===== src/rtl/exp_pkg.sv =====
// Shared types and constants for the register-pair expander.
// Assumes byte-wide registers and a pointer that selects one byte.
package exp_pkg;

    localparam int BYTE_W = 8;

    typedef enum logic [3:0] {
        S_IDLE,
        S_ADDR,
        S_ADDR_ACK,
        S_CMD,
        S_CMD_ACK,
        S_WDATA,
        S_WDATA_ACK,
        S_RDATA,
        S_RACK
    } link_state_e;

endpackage


===== src/rtl/exp_bus_sync.sv =====
// Synchronizes SCL/SDA into the system clock and flags SCL edges and
// START/STOP. Assumes the system clock is much faster than SCL, so both
// lines are seen stable for several samples around each change.
module exp_bus_sync #(
    parameter int STAGES = 2
) (
    input  logic clk,
    input  logic rst_n,
    input  logic scl_i,
    input  logic sda_i,
    output logic scl_s,
    output logic sda_s,
    output logic scl_rise,
    output logic scl_fall,
    output logic start_det,
    output logic stop_det
);

    localparam int DEPTH = STAGES + 1;

    logic [DEPTH-1:0] scl_pipe;
    logic [DEPTH-1:0] sda_pipe;
    logic             scl_prev;
    logic             sda_prev;

    // Shift both lines through the synchronizer and one history stage.
    always_ff @(posedge clk) begin
        if (!rst_n) begin
            scl_pipe <= '1;
            sda_pipe <= '1;
        end else begin
            scl_pipe <= {scl_pipe[DEPTH-2:0], scl_i};
            sda_pipe <= {sda_pipe[DEPTH-2:0], sda_i};
        end
    end

    assign scl_s    = scl_pipe[DEPTH-2];
    assign sda_s    = sda_pipe[DEPTH-2];
    assign scl_prev = scl_pipe[DEPTH-1];
    assign sda_prev = sda_pipe[DEPTH-1];

    // Edge and bus-condition flags from current versus previous sample.
    always_comb begin
        scl_rise  = scl_s & ~scl_prev;
        scl_fall  = ~scl_s & scl_prev;
        start_det = scl_s & scl_prev & sda_prev & ~sda_s;
        stop_det  = scl_s & scl_prev & ~sda_prev & sda_s;
    end

endmodule


===== src/rtl/exp_regfile.sv =====
// Holds the register pointer and the writable bytes. Bytes 0 and 1 are
// the live input pins; the rest are storage. Assumes a pointer load and
// a toggle never come in the same cycle; the load wins if they do.
module exp_regfile #(
    parameter int NB = 8,
    parameter int PW = $clog2(NB)
) (
    input  logic          clk,
    input  logic          rst_n,
    input  logic          ptr_load,
    input  logic [PW-1:0] ptr_din,
    input  logic          ptr_toggle,
    input  logic          wr_en,
    input  logic [7:0]    wr_data,
    input  logic [15:0]   in_bytes,
    output logic [7:0]    rd_cur,
    output logic [7:0]    rd_alt,
    output logic [NB*8-1:0] store_o
);

    localparam int RO_BYTES = 2;

    logic [PW-1:0]   ptr_q;
    logic [NB*8-1:0] rd_vec;

    // Reset value of a stored byte: polarity pair clears, others set.
    function automatic logic [7:0] rst_byte(input int idx);
        return ((idx >> 1) == 2) ? 8'h00 : 8'hFF;
    endfunction

    // Pointer: command load has priority over the pair toggle.
    always_ff @(posedge clk) begin
        if (!rst_n) begin
            ptr_q <= '0;
        end else if (ptr_load) begin
            ptr_q <= ptr_din;
        end else if (ptr_toggle) begin
            ptr_q <= ptr_q ^ PW'(1);
        end
    end

    for (genvar gi = 0; gi < NB; gi++) begin : g_byte
        if (gi < RO_BYTES) begin : g_ro
            assign rd_vec[gi*8 +: 8] = in_bytes[gi*8 +: 8];
        end else begin : g_rw
            logic [7:0] q;
            // Storage byte written when the pointer selects it.
            always_ff @(posedge clk) begin
                if (!rst_n) begin
                    q <= rst_byte(gi);
                end else if (wr_en && ptr_q == PW'(gi)) begin
                    q <= wr_data;
                end
            end
            assign rd_vec[gi*8 +: 8] = q;
        end
    end

    assign rd_cur  = rd_vec[int'(ptr_q)*8 +: 8];
    assign rd_alt  = rd_vec[int'(ptr_q ^ PW'(1))*8 +: 8];
    assign store_o = rd_vec;

    AST_PTR_TOGGLE: assert property (@(posedge clk) disable iff (!rst_n)
        (ptr_toggle && !ptr_load) |=> (ptr_q == ($past(ptr_q) ^ PW'(1))));
    AST_RO_WRITE_NO_EFFECT: assert property (@(posedge clk) disable iff (!rst_n)
        (wr_en && ptr_q < PW'(RO_BYTES)) |=> $stable(rd_vec[NB*8-1:RO_BYTES*8]));

endmodule


===== src/rtl/exp_link_fsm.sv =====
// Bit-level slave protocol: address match, command byte, write bytes,
// and read streaming with master acknowledge. Drives only the SDA
// enable. Assumes synchronized inputs and single-cycle edge flags.
module exp_link_fsm
    import exp_pkg::*;
#(
    parameter logic [3:0] ADDR_PREFIX = 4'b0100,
    parameter int         PW          = 3
) (
    input  logic          clk,
    input  logic          rst_n,
    input  logic          scl_s,
    input  logic          sda_s,
    input  logic          scl_rise,
    input  logic          scl_fall,
    input  logic          start_det,
    input  logic          stop_det,
    input  logic [2:0]    strap,
    input  logic [7:0]    rd_cur,
    input  logic [7:0]    rd_alt,
    output logic          sda_oe,
    output logic          ptr_load,
    output logic [PW-1:0] ptr_din,
    output logic          ptr_toggle,
    output logic          wr_en,
    output logic [7:0]    wr_data
);

    localparam logic [3:0] BITS_PER_BYTE = 4'd8;

    link_state_e state_q;
    logic [3:0]  bitcnt_q;
    logic [7:0]  rx_q;
    logic [7:0]  tx_q;
    logic        rw_q;
    logic        mack_q;
    logic        sda_oe_q;
    logic        byte_end;
    logic        addr_hit;

    // Strobes toward the register file, aligned with the closing SCL fall.
    always_comb begin
        byte_end   = scl_fall && (bitcnt_q == BITS_PER_BYTE);
        addr_hit   = (rx_q[7:1] == {ADDR_PREFIX, strap});
        ptr_load   = (state_q == S_CMD) && byte_end && !start_det && !stop_det;
        ptr_din    = rx_q[PW-1:0];
        wr_en      = (state_q == S_WDATA) && byte_end && !start_det && !stop_det;
        wr_data    = rx_q;
        ptr_toggle = wr_en ||
                     ((state_q == S_RACK) && scl_rise && !sda_s && !start_det && !stop_det);
    end

    // Protocol sequencer, shift registers and SDA enable.
    always_ff @(posedge clk) begin
        if (!rst_n) begin
            state_q  <= S_IDLE;
            bitcnt_q <= '0;
            rx_q     <= '0;
            tx_q     <= '0;
            rw_q     <= 1'b0;
            mack_q   <= 1'b0;
            sda_oe_q <= 1'b0;
        end else if (start_det) begin
            state_q  <= S_ADDR;
            bitcnt_q <= '0;
            sda_oe_q <= 1'b0;
        end else if (stop_det) begin
            state_q  <= S_IDLE;
            bitcnt_q <= '0;
            sda_oe_q <= 1'b0;
        end else begin
            case (state_q)
                S_ADDR, S_CMD, S_WDATA: begin
                    if (scl_rise) begin
                        rx_q     <= {rx_q[6:0], sda_s};
                        bitcnt_q <= bitcnt_q + 4'd1;
                    end else if (byte_end) begin
                        bitcnt_q <= '0;
                        if (state_q == S_ADDR) begin
                            if (addr_hit) begin
                                rw_q     <= rx_q[0];
                                sda_oe_q <= 1'b1;
                                state_q  <= S_ADDR_ACK;
                            end else begin
                                state_q  <= S_IDLE;
                            end
                        end else begin
                            sda_oe_q <= 1'b1;
                            state_q  <= (state_q == S_CMD) ? S_CMD_ACK : S_WDATA_ACK;
                        end
                    end
                end
                S_ADDR_ACK: begin
                    if (scl_rise && rw_q) begin
                        tx_q <= rd_cur;
                    end else if (scl_fall) begin
                        bitcnt_q <= '0;
                        if (rw_q) begin
                            sda_oe_q <= ~tx_q[7];
                            state_q  <= S_RDATA;
                        end else begin
                            sda_oe_q <= 1'b0;
                            state_q  <= S_CMD;
                        end
                    end
                end
                S_CMD_ACK, S_WDATA_ACK: begin
                    if (scl_fall) begin
                        sda_oe_q <= 1'b0;
                        state_q  <= S_WDATA;
                    end
                end
                S_RDATA: begin
                    if (scl_rise) begin
                        bitcnt_q <= bitcnt_q + 4'd1;
                    end else if (scl_fall) begin
                        if (bitcnt_q == BITS_PER_BYTE) begin
                            sda_oe_q <= 1'b0;
                            bitcnt_q <= '0;
                            state_q  <= S_RACK;
                        end else begin
                            sda_oe_q <= ~tx_q[6];
                            tx_q     <= {tx_q[6:0], 1'b0};
                        end
                    end
                end
                S_RACK: begin
                    if (scl_rise) begin
                        mack_q <= ~sda_s;
                        if (!sda_s) begin
                            tx_q <= rd_alt;
                        end
                    end else if (scl_fall) begin
                        if (mack_q) begin
                            sda_oe_q <= ~tx_q[7];
                            state_q  <= S_RDATA;
                        end else begin
                            sda_oe_q <= 1'b0;
                            state_q  <= S_IDLE;
                        end
                    end
                end
                default: begin
                    sda_oe_q <= 1'b0;
                end
            endcase
        end
    end

    assign sda_oe = sda_oe_q;

    AST_BITCNT_BOUND: assert property (@(posedge clk) disable iff (!rst_n)
        bitcnt_q <= BITS_PER_BYTE);
    AST_IDLE_RELEASED: assert property (@(posedge clk) disable iff (!rst_n)
        (state_q == S_IDLE) |-> !sda_oe_q);
    AST_START_REARMS: assert property (@(posedge clk) disable iff (!rst_n)
        start_det |=> (state_q == S_ADDR));
    AST_SDA_MOVES_SCL_LOW: assert property (@(posedge clk) disable iff (!rst_n)
        (sda_oe_q != $past(sda_oe_q)) |-> !$past(scl_s));

endmodule


===== src/rtl/i2c_pair_expander.sv =====
// Top of the register-pair expander: bus synchronizer, protocol
// sequencer and register file. Assumes clk oversamples SCL by at least
// eight and that SDA changes only while SCL is low except START/STOP.
module i2c_pair_expander #(
    parameter logic [3:0] ADDR_PREFIX = 4'b0100,
    parameter int         SYNC_STAGES = 2,
    parameter int         NUM_PAIRS   = 4
) (
    input  logic        clk,
    input  logic        rst_n,
    input  logic        scl_i,
    input  logic        sda_i,
    output logic        sda_o,
    output logic        sda_oe,
    input  logic [2:0]  addr_strap,
    input  logic [7:0]  in_port0,
    input  logic [7:0]  in_port1,
    output logic [15:0] out_reg,
    output logic [15:0] pol_reg,
    output logic [15:0] cfg_reg
);

    localparam int NB = 2 * NUM_PAIRS;
    localparam int PW = $clog2(NB);

    logic          scl_s, sda_s, scl_rise, scl_fall, start_det, stop_det;
    logic          ptr_load, ptr_toggle, wr_en;
    logic [PW-1:0] ptr_din;
    logic [7:0]    wr_data, rd_cur, rd_alt;
    logic [NB*8-1:0] store;

    exp_bus_sync #(.STAGES(SYNC_STAGES)) i_sync (
        .clk       (clk),
        .rst_n     (rst_n),
        .scl_i     (scl_i),
        .sda_i     (sda_i),
        .scl_s     (scl_s),
        .sda_s     (sda_s),
        .scl_rise  (scl_rise),
        .scl_fall  (scl_fall),
        .start_det (start_det),
        .stop_det  (stop_det)
    );

    exp_link_fsm #(.ADDR_PREFIX(ADDR_PREFIX), .PW(PW)) i_fsm (
        .clk        (clk),
        .rst_n      (rst_n),
        .scl_s      (scl_s),
        .sda_s      (sda_s),
        .scl_rise   (scl_rise),
        .scl_fall   (scl_fall),
        .start_det  (start_det),
        .stop_det   (stop_det),
        .strap      (addr_strap),
        .rd_cur     (rd_cur),
        .rd_alt     (rd_alt),
        .sda_oe     (sda_oe),
        .ptr_load   (ptr_load),
        .ptr_din    (ptr_din),
        .ptr_toggle (ptr_toggle),
        .wr_en      (wr_en),
        .wr_data    (wr_data)
    );

    exp_regfile #(.NB(NB), .PW(PW)) i_regs (
        .clk        (clk),
        .rst_n      (rst_n),
        .ptr_load   (ptr_load),
        .ptr_din    (ptr_din),
        .ptr_toggle (ptr_toggle),
        .wr_en      (wr_en),
        .wr_data    (wr_data),
        .in_bytes   ({in_port1, in_port0}),
        .rd_cur     (rd_cur),
        .rd_alt     (rd_alt),
        .store_o    (store)
    );

    assign sda_o   = 1'b0;
    assign out_reg = store[16 +: 16];
    assign pol_reg = store[32 +: 16];
    assign cfg_reg = store[48 +: 16];

endmodule


===== config.mk =====
export PLATFORM = sky130hd
export DESIGN_NAME = i2c_pair_expander
export DESIGN_NICKNAME = d
export VERILOG_FILES = /design/src/rtl/exp_pkg.sv /design/src/rtl/exp_bus_sync.sv /design/src/rtl/exp_regfile.sv /design/src/rtl/exp_link_fsm.sv /design/src/rtl/i2c_pair_expander.sv
export SDC_FILE = /design/constraint.sdc
export NUM_CORES = 1
export LEC_CHECK = 0
export BUFFER_PORTS_ARGS = -buffer_cell sky130_fd_sc_hd__buf_2
export CORE_MARGIN = 2
export CORE_UTILIZATION = 57
export DETAILED_ROUTE_END_ITERATION = 12
export PLACE_DENSITY = 0.78
export SLEW_MARGIN = 5
export SYNTH_ARGS = -nofsm -noshare
export SYNTH_HDL_FRONTEND = slang
export SYNTH_HIERARCHICAL = 1
export SYNTH_SLANG_ARGS = --single-unit

===== constraint.sdc =====
create_clock -name clk -period 2.54 [get_ports clk]
set_input_delay 0 -clock clk [delete_from_list [all_inputs] [get_ports clk]]
set_output_delay 0 -clock clk [all_outputs]
set_load 0.05 [all_outputs]

==> impl_metrics.env, run 1 <==
export IMPL_status="complete, no violations"
export IMPL_path_buf_inv=2
export IMPL_hold_class="input pin to flip-flop"
export IMPL_grt_overflow=0
export IMPL_diodes=0
export IMPL_power_per_cell_area_nw_per_um2=542
export IMPL_dpl_hpwl_microns=8950
export IMPL_synth_fp_nets=549
export IMPL_arrival_ns=2.58
export IMPL_cts_htree_levels=3
export IMPL_drt_wirelength_per_cell_microns=18.3
export IMPL_cp_required_ns=2.78
export IMPL_relSlewSlack_pct=58.9
export IMPL_yosys_warnings=6
export IMPL_cp_cell_sequence="inv_1, ha_1, and3b_1, nand3_1, nor4_1, buf_4, and4bb_2, mux2i_1, nand2_1"
export IMPL_slew_viol_final=0
export IMPL_grt_max_degree=56
export IMPL_p_leak_nw=2.14
export IMPL_syn_inst=524
export IMPL_placedInstanceArea_sq_um=5030
export IMPL_cp_end_kind="flip-flop"
export IMPL_cts_path_max_buffers=2
export IMPL_rsz0062_at_grt="no"
export IMPL_critPathMaxStageDelay_ns=0.45
export IMPL_area_delta_synth_final_pct=13.2
export IMPL_syn_area_sq_um=4640
export IMPL_cap_violations=0
export IMPL_grt_use_total_pct=29.5
export IMPL_rows=32
export IMPL_die_w_microns=94.2
export IMPL_r2r_cells=9
export IMPL_preCtsSetupSlack_ns=0.247
export IMPL_viasPerCell=6.21
export IMPL_max_freq_ghz=0.426
export IMPL_first_global_vias=3926
export IMPL_skew_ns=0.00698
export IMPL_hold_viol=0
export IMPL_fin_crit_sh_pct=92.3
export IMPL_drt_pass1_iterations=5
export IMPL_setup_viol=0
export IMPL_cts_tree="built"
export IMPL_slowest_stage="and4bb_2"
export IMPL_die_area_sq_um=8880
export IMPL_worst_pin_slew_ns=0.616
export IMPL_fillers=652
export IMPL_final_area_sq_um=5250
export IMPL_drtAntennaViolNets=0
export IMPL_worst_setup_path_start_kind="flip-flop"
export IMPL_layout_min_cycle_time_ns=2.35
export IMPL_drt_wl_total_microns=12700
export IMPL_fin_setup_tns_ns=0
export IMPL_syn_area_per_cell_sq_um=8.85
export IMPL_dieHeight_microns=94.2
export IMPL_core_area_sq_um=7810
export IMPL_io_pins=73
export IMPL_nNetsFinal=613
export IMPL_drive_gt1_share_pct=23.8
export IMPL_ir_drop_v=0.000344
export IMPL_crit_fanout=11
export IMPL_port_buffer_count=71
export IMPL_crit_type="flip-flop to flip-flop"
export IMPL_vias=4314
export IMPL_drt_iter0_drc=349
export IMPL_final_setup_worst_slack_ns=0.194
export IMPL_cts_root_buf="clkbuf_8"
export IMPL_path_delay_family="simple AND/OR/NAND/NOR gates"
export IMPL_grt_pass1_wl_microns=20200
export IMPL_antenna_found_initial=0
export IMPL_initial_core_util_pct=59.4
export IMPL_min_path_cells=2
export IMPL_place_congestion=0.933
export IMPL_cts_sinks=84
export IMPL_numCtsBuffers=9
export IMPL_cp_depth=9
export IMPL_clkTransAtPathRegs_ns=0.09
export IMPL_clk_latency_ns=0.36
export IMPL_remaining_drc_errors=0
where the power goes:
group	internal (W)	leakage, nW	switching (W)
combinational	0.000215	1.37	0.000247
sequential	0.00136	0.680	0.0000524
clock	0.000457	0.0918	0.000516
cell type report:
| type | instances | area, sq um | area share, % |
|---|---|---|---|
| Clock buffer | 9 | 124 | 2.36 |
| Clock inverter | 7 | 75.1 | 1.43 |
| Inverter | 12 | 45.0 | 0.858 |
| Multi-Input combinational cell | 384 | 2640 | 50.3 |
| Sequential cell | 84 | 1680 | 32.1 |
| Tap cell | 102 | 128 | 2.43 |
| Timing Repair Buffer | 97 | 556 | 10.6 |
stage by stage:
step           hold WS [ns]  cells  utilization [%]  power [W]
2_1_floorplan        0.0730    524                -    0.00178
3_3_place_gp          0.180    677             64.4    0.00188
3_5_place_dp          0.187    677             64.4    0.00189
4_1_cts              0.0340    695             67.2    0.00284
5_1_grt              0.0513    695             67.2    0.00295
6_report             0.0457    695             67.2    0.00284
path summary, 6_finish.rpt:
| kind | startpoint | endpoint | slack [ns] |
|---|---|---|---|
| min | rst_n | i_regs/g_byte[2].g_rw.q[1]$_SDFFE_PN1P_ | 0.05 |
| max | i_fsm/bitcnt_q[0]$_SDFFE_PP0P_ | i_regs/g_byte[2].g_rw.q[3]$_SDFFE_PN1P_ | 0.19 |
| min reg2reg | i_sync/scl_pipe[0]$_SDFF_PN1_ | i_sync/scl_pipe[1]$_SDFF_PN1_ | 0.41 |
| max reg2reg | i_fsm/bitcnt_q[0]$_SDFFE_PP0P_ | i_regs/g_byte[2].g_rw.q[3]$_SDFFE_PN1P_ | 0.19 |
sequential cells by signal, summed over array words and instances, names as in the netlist, 3 cells and up:
register and flops:
i_fsm/state_q 4, i_sync/scl_pipe 3, i_fsm/wr_data 8, i_fsm/bitcnt_q 4, i_fsm/tx_q 8, i_sync/sda_pipe 3, i_regs/ptr_q 3, i_regs/g_byte.g_rw.q 48
metal layers:
layer	up-vias	GRT usage (%)	part of all wire, %
li1	2019	-	-
met1	2050	41.1	45
met2	218	44.4	45
met3	27	7.70	8.8
met4	0	9.78	2.0
met5	-	0	0
placed cells by master (no fill, tap or decap), types with 4 or more instances in the layout:
master    instances
nand3_1          29
o21ai_0          11
a221oi_1         16
clkbuf_8          9
mux2i_1          50
nand2_1          81
and3_1            4
nor2b_1          30
nand2b_1         15
o22ai_1          18
a211o_1           5
a21boi_0          7
mux2_2           16
xnor2_1           4
dfxtp_1          83
and4b_1           5
buf_2            71
inv_1            12
nor2_1           12
a22oi_1           6
buf_4            24
a21oi_1          14
nand3b_1          7
repair_timing:
item / in CTS / in global routing
buffers inserted: 0 / 0
hold buffers: 2 / 0
gates resized for setup: 0 / 0
hold endpoints to repair: 2 / 0
Power figures use the tool's default switching activity.
==> inputs of run 2 (changes only) <==
Settings changed: ABC_AREA set to 1, PLACE_DENSITY 0.78 to 0.77.
==> run 2 against run 1 <==
  * Sequential cell count is the same
  * First-iteration DRC count increased by 6.0%
  * Final area rose by 8.9%
  * Worst setup slack gained 0.047 ns
  * Largest power group unchanged
  * Combinational power rose by 110%
  * Non-clock buffer count decreased by 18
==> impl_metrics.env, run 2 <==
export IMPL_status="complete, no violations"
export IMPL_fin_crit_sh_pct=90.5
export IMPL_r2r_cells=11
export IMPL_port_buffer_count=71
export IMPL_crit_type="flip-flop to flip-flop"
export IMPL_startpoint="i_fsm/bitcnt_q[0]$_SDFFE_PP0P_"
export IMPL_max_freq_ghz=0.435
export IMPL_final_area_sq_um=5720
export IMPL_mostFrequentLayoutCell="nand2_1"
export IMPL_relSlewSlack_pct=51.5
export IMPL_drt_wirelength_per_cell_microns=13.9
export IMPL_cts_tree="built"
export IMPL_drt_wl_total_microns=14800
export IMPL_numCtsBuffers=9
export IMPL_rows=34
export IMPL_die_w_microns=99.7
export IMPL_die_area_sq_um=9940
export IMPL_arrival_ns=2.53
export IMPL_remaining_drc_errors=0
export IMPL_r2r_start="i_fsm/bitcnt_q[0]$_SDFFE_PP0P_"
export IMPL_viasPerCell=5.29
export IMPL_final_cell_mix="nand2_1 (493), nor2_1 (87), dfxtp_1 (83), buf_2 (71), nand3_1 (50)"
export IMPL_rr_endpoint="i_regs/g_byte[3].g_rw.q[1]$_SDFFE_PN1P_"
export IMPL_clkTransAtPathRegs_ns=0.09
export IMPL_core_area_sq_um=8810
export IMPL_wl_met1_microns=6620
export IMPL_hold_class="input pin to flip-flop"
export IMPL_rsz0062_at_grt="no"
export IMPL_yosys_warnings=6
export IMPL_cts_root_buf="clkbuf_8"
export IMPL_grt_pass1_wl_microns=24100
export IMPL_cap_violations=0
export IMPL_cp_cell_sequence="inv_1, ha_1, nand2_1, nor2_1, nand3_1, nor2_1, inv_1, nor2_4, nand3_2, nand2_1, nand3_1"
export IMPL_cp_endpoint="i_regs/g_byte[3].g_rw.q[1]$_SDFFE_PN1P_"
export IMPL_drt_pass1_iterations=6
export IMPL_place_congestion=0.918
export IMPL_drive_gt1_share_pct=12.7
export IMPL_nNetsFinal=980
export IMPL_ir_drop_v=0.000392
export IMPL_syn_area_sq_um=5220
export IMPL_vias=5652
export IMPL_worst_pin_slew_ns=0.728
export IMPL_setup_viol=0
export IMPL_top_register="i_regs/g_byte.g_rw.q"
export IMPL_hold_buffers=2
export IMPL_crit_fanout=10
export IMPL_fin_setup_tns_ns=0
export IMPL_cts_htree_levels=3
export IMPL_power_per_cell_area_nw_per_um2=597
export IMPL_p_leak_nw=3.10
export IMPL_cts_resized=0
export IMPL_placedInstanceArea_sq_um=5500
export IMPL_antenna_found_initial=0
export IMPL_regToRegSetupSlack_ns=0.24
export IMPL_hold_viol=0
export IMPL_drt_iter0_drc=370
export IMPL_syn_area_per_cell_sq_um=5.76
export IMPL_dieHeight_microns=99.7
export IMPL_post_cts_setup_buffer_count=0
export IMPL_wl_met3_microns=973
export IMPL_clk_latency_ns=0.37
export IMPL_slew_viol_final=0
export IMPL_syn_inst=907
export IMPL_grt_max_degree=70
export IMPL_fin_cells=1068
export IMPL_diodes=0
export IMPL_numPlacedInstances=1050
export IMPL_io_pins=73
export IMPL_cts_sinks=84
export IMPL_whs_ns=0.104
export IMPL_met2_length_microns=6920
export IMPL_fin_util_pct=64.9
export IMPL_area_delta_synth_final_pct=9.47
export IMPL_skew_ns=0.0143
export IMPL_initial_core_util_pct=59.3
export IMPL_cp_required_ns=2.77
export IMPL_grt_use_total_pct=30.4
export IMPL_synth_fp_nets=932
export IMPL_layout_min_cycle_time_ns=2.30
export IMPL_largest_reg_flops=48
export IMPL_worst_setup_path_start_kind="flip-flop"
export IMPL_first_global_vias=4984
export IMPL_drtAntennaViolNets=0
export IMPL_slowest_stage="dfxtp_1"
export IMPL_cts_path_max_buffers=2
export IMPL_critPathMaxStageDelay_ns=0.35
export IMPL_routed_top_layer="met4"
export IMPL_grt_overflow=0
export IMPL_cp_end_kind="flip-flop"
export IMPL_dpl_hpwl_microns=10800
## run 2: power breakdown
part | leakage (nW) | internal, W | switching (W)
combinational | 2.33 | 0.000341 | 0.000650
clock | 0.0915 | 0.000380 | 0.000550
sequential | 0.681 | 0.00139 | 0.000107
total | 3.10 | 0.00211 | 0.00131
## run 2: worst min-delay path by stage
stage	start	endpoint	cells past startpoint
final	rst_n	i_sync/sda_pipe[1]$_SDFF_PN1_	2
after global routing	rst_n	i_sync/sda_pipe[1]$_SDFF_PN1_	2
after CTS	rst_n	i_sync/scl_pipe[0]$_SDFF_PN1_	2
after detailed placement	scl_i	i_sync/scl_pipe[0]$_SDFF_PN1_	3
after global placement	sda_i	i_sync/sda_pipe[0]$_SDFF_PN1_	3
after floorplan	rst_n	i_sync/scl_pipe[0]$_SDFF_PN1_	1
## run 2: routing by layer
metal  vias to the layer above  global-route usage [%]
li1                       2894                       -
met1                      2534                    42.4
met2                       200                    49.3
met3                        24                    3.87
met4                         0                    9.17
met5                         -                       0
## run 2: cell type report
cell class	instances	area (sq um)
Clock buffer	9	124
Clock inverter	7	68.8
Fill cell	899	3090
Inverter	57	214
Multi-Input combinational cell	724	3060
Sequential cell	84	1680
Tap cell	108	135
Timing Repair Buffer	79	433
## run 2: worst max-delay path: cells and delay by family (launching register included)
family	cells	cell delay (ns)
fa+ha+maj	1	0.14
simple gates	8	1.40
flops	1	0.35
buf+inv	2	0.26
## run 2: metrics by stage
step,setup slack (ns),total power (W)
global route,0.00218,0.00365
finish,0.242,0.00341
detailed placement,0.283,0.00249
CTS,0.272,0.00342
floorplan,0.672,0.00233
global placement,0.383,0.00248
==> inputs of run 3 (changes only) <==
Settings changed: CELL_PAD_IN_SITES_DETAIL_PLACEMENT set to 2, CELL_PAD_IN_SITES_GLOBAL_PLACEMENT set to 2, CORE_UTILIZATION 57 to 30, PLACE_DENSITY 0.77 to 0.78.
==> run 3 against run 2 <==
  * Clock skew down 0.0055 ns
  * Clock power is 64% higher
  * Sequential power is essentially flat
  * Combinational power is 12% higher
  * Die area up 86%
  * Sequential cell count unchanged
  * Count of clock-buffer cells in the layout unchanged
  * Via count up 3.7%
  * Largest cell class unchanged
  * Sequential share of layout area decreased by 1.9 points
  * Critical path type unchanged
  * Cell count is 12% higher
  * Critical path depth rose by 1
==> impl_metrics.env, run 3 (synthesis results as in run 2) <==
export IMPL_rsz0062_at_grt="no"
export IMPL_dpl_hpwl_microns=14900
export IMPL_whs_ns=0.249
export IMPL_layout_min_cycle_time_ns=2.27
export IMPL_slowest_stage="dfxtp_1"
export IMPL_io_pins=73
export IMPL_vias=5859
export IMPL_rows=48
export IMPL_power_w=0.00411
export IMPL_min_to="i_fsm/rw_q$_SDFFE_PN0P_"
export IMPL_relSlewSlack_pct=49.8
export IMPL_fin_crit_sh_pct=89.2
export IMPL_p_leak_nw=3.23
export IMPL_power_per_cell_area_nw_per_um2=675
export IMPL_final_cell_mix="nand2_1 (493), nor2_1 (86), dfxtp_1 (83), buf_2 (71), nand3_1 (50)"
export IMPL_skew_ns=0.00879
export IMPL_initial_core_util_pct=30.4
export IMPL_dieHeight_microns=136
export IMPL_drt_wirelength_per_cell_microns=17.0
export IMPL_clkPwrFrac_pct=37.2
export IMPL_path_buf_inv=3
export IMPL_area_delta_synth_final_pct=16.8
export IMPL_rr_endpoint="i_regs/g_byte[4].g_rw.q[7]$_SDFFE_PN0P_"
export IMPL_crit_fanout=9
export IMPL_fin_setup_tns_ns=0
export IMPL_grt_use_total_pct=22.9
export IMPL_max_freq_ghz=0.441
export IMPL_viasPerCell=4.91
export IMPL_worst_setup_path_start_kind="flip-flop"
export IMPL_drt_pass1_iterations=4
export IMPL_p_seq_share_pct=35.9
export IMPL_antenna_found_initial=0
export IMPL_cts_tree="built"
export IMPL_status="complete, no violations"
export IMPL_numCtsBuffers=9
export IMPL_hold_viol=0
export IMPL_drt_wl_total_microns=20300
export IMPL_p_sw_w=0.00141
export IMPL_cts_path_max_buffers=2
export IMPL_die_area_sq_um=18500
export IMPL_grt_pass1_wl_microns=33000
export IMPL_final_setup_worst_slack_ns=0.274
export IMPL_cp_required_ns=2.82
export IMPL_place_congestion=0.821
export IMPL_top_register="i_regs/g_byte.g_rw.q"
export IMPL_largest_reg_flops=48
export IMPL_die_w_microns=136
export IMPL_arrival_ns=2.54
export IMPL_fillers=2213
export IMPL_mostFrequentLayoutCell="nand2_1"
export IMPL_grt_overflow=0
export IMPL_p_sw_share_pct=34.2
export IMPL_cts_root_buf="clkbuf_16"
export IMPL_cap_violations=0
export IMPL_cp_cell_sequence="inv_1, ha_1, nand2_1, nor2_1, nand3_1, nor2_2, nand2_1, inv_2, nand2_1, inv_2, nor2_1, nor2_1"
export IMPL_cp_end_kind="flip-flop"
export IMPL_worst_pin_slew_ns=0.752
export IMPL_drive_gt1_share_pct=13.5
export IMPL_r2r_cells=12
export IMPL_ir_drop_v=0.000333
export IMPL_slew_viol_final=0
export IMPL_combPwrFrac_pct=26.9
export IMPL_crit_type="flip-flop to flip-flop"
export IMPL_clkTransAtPathRegs_ns=0.06
export IMPL_cts_sinks=84
export IMPL_path_delay_family="simple AND/OR/NAND/NOR gates"
export IMPL_first_global_vias=6155
export IMPL_nNetsFinal=990
export IMPL_intPower_w=0.00271
export IMPL_cts_htree_levels=3
export IMPL_critPathMaxStageDelay_ns=0.36
export IMPL_hold_class="input pin to flip-flop"
export IMPL_regToRegSetupSlack_ns=0.27
export IMPL_min_path_cells=8
export IMPL_port_buffer_count=71
export IMPL_setup_viol=0
export IMPL_post_cts_setup_buffer_count=0
export IMPL_core_area_sq_um=17200
export IMPL_drtAntennaViolNets=0
export IMPL_r2r_start="i_fsm/bitcnt_q[0]$_SDFFE_PP0P_"
export IMPL_grt_max_degree=75
export IMPL_remaining_drc_errors=0
export IMPL_preCtsSetupSlack_ns=0.188
export IMPL_drt_iter0_drc=240
export IMPL_diodes=0
export IMPL_clk_latency_ns=0.35
export IMPL_hold_path_startpoint="addr_strap[1]"
[run 3: cell types whose count changed in the layout (fill, tap and decap cells not counted), sizes merged]
| cell | change |
|---|---|
| buf | +9 |
| bufinv | +3 |
| inv | -3 |
| clkinvlp | -2 |
| clkinv | +1 |
| dlygate4sd3 | +1 |
[run 3: timing repair]
action                     in CTS  in global routing
hold buffers                    3                  0
gates resized for setup         0                  1
hold endpoints to repair        4                  0
setup endpoints to repair       0                 30
[run 3: cell type report]
cell class	instances	area (sq um)	area share [%]
inverters	57	214	3.51
well taps	225	282	4.62
repair buffers	89	523	8.57
clock inverters	6	113	1.85
clock buffers	9	225	3.69
flip-flops and latches	84	1680	27.6
multi-input cells	724	3060	50.2
[run 3: power by group through the flow]
stage	Combinational (W)	Sequential, W	Clock, W
final	0.00111	0.00148	0.00153
after detailed placement	0.00109	0.00151	0
after floorplan	0.000874	0.00146	0
after global placement	0.00105	0.00150	0
after CTS	0.00112	0.00148	0.00156
after global routing	0.00127	0.00149	0.00163
[run 3: worst max path at each step]
| stage | start | to | slack, ns | cells after the start |
|---|---|---|---|---|
| 6_report | i_fsm/bitcnt_q[0]$_SDFFE_PP0P_ | i_regs/g_byte[4].g_rw.q[7]$_SDFFE_PN0P_ | 0.27 | 12 |
| 5_1_grt | i_fsm/bitcnt_q[0]$_SDFFE_PP0P_ | i_regs/g_byte[4].g_rw.q[7]$_SDFFE_PN0P_ | 0.04 | 12 |
| 4_1_cts | i_fsm/bitcnt_q[0]$_SDFFE_PP0P_ | i_regs/g_byte[4].g_rw.q[7]$_SDFFE_PN0P_ | 0.13 | 12 |
| 3_5_place_dp | i_fsm/bitcnt_q[0]$_SDFFE_PP0P_ | i_regs/g_byte[4].g_rw.q[7]$_SDFFE_PN0P_ | 0.19 | 12 |
| 3_3_place_gp | i_fsm/bitcnt_q[0]$_SDFFE_PP0P_ | i_regs/g_byte[3].g_rw.q[6]$_SDFFE_PN1P_ | 0.38 | 11 |
| 2_1_floorplan | i_fsm/bitcnt_q[0]$_SDFFE_PP0P_ | i_regs/g_byte[2].g_rw.q[7]$_SDFFE_PN1P_ | 0.67 | 11 |
[run 3: per-stage QoR]
stage | utilization (%) | area, sq um | cells
2_1_floorplan | - | 5220 | 907
3_3_place_gp | 33.4 | 5730 | 1176
3_5_place_dp | 33.4 | 5730 | 1176
4_1_cts | 35.5 | 6100 | 1194
5_1_grt | 35.5 | 6100 | 1194
6_report | 35.5 | 6100 | 1194
[run 3: metal layers]
metal,vias to the layer above,routed length [microns],global-route usage (%)
met5,-,0,0
met1,2845,9400,29.7
met4,0,406,7.12
li1,2907,-,-
met3,21,685,2.80
met2,86,9850,39.7
[run 3: worst register-to-register path, stage by stage, from the launching register on]
cell,delay (ns)
dfxtp_1,0.36
inv_1,0.09
ha_1,0.15
nand2_1,0.05
nor2_1,0.20
nand3_1,0.19
nor2_2,0.27
nand2_1,0.18
inv_2,0.12
nand2_1,0.19
inv_2,0.21
nor2_1,0.08
nor2_1,0.11
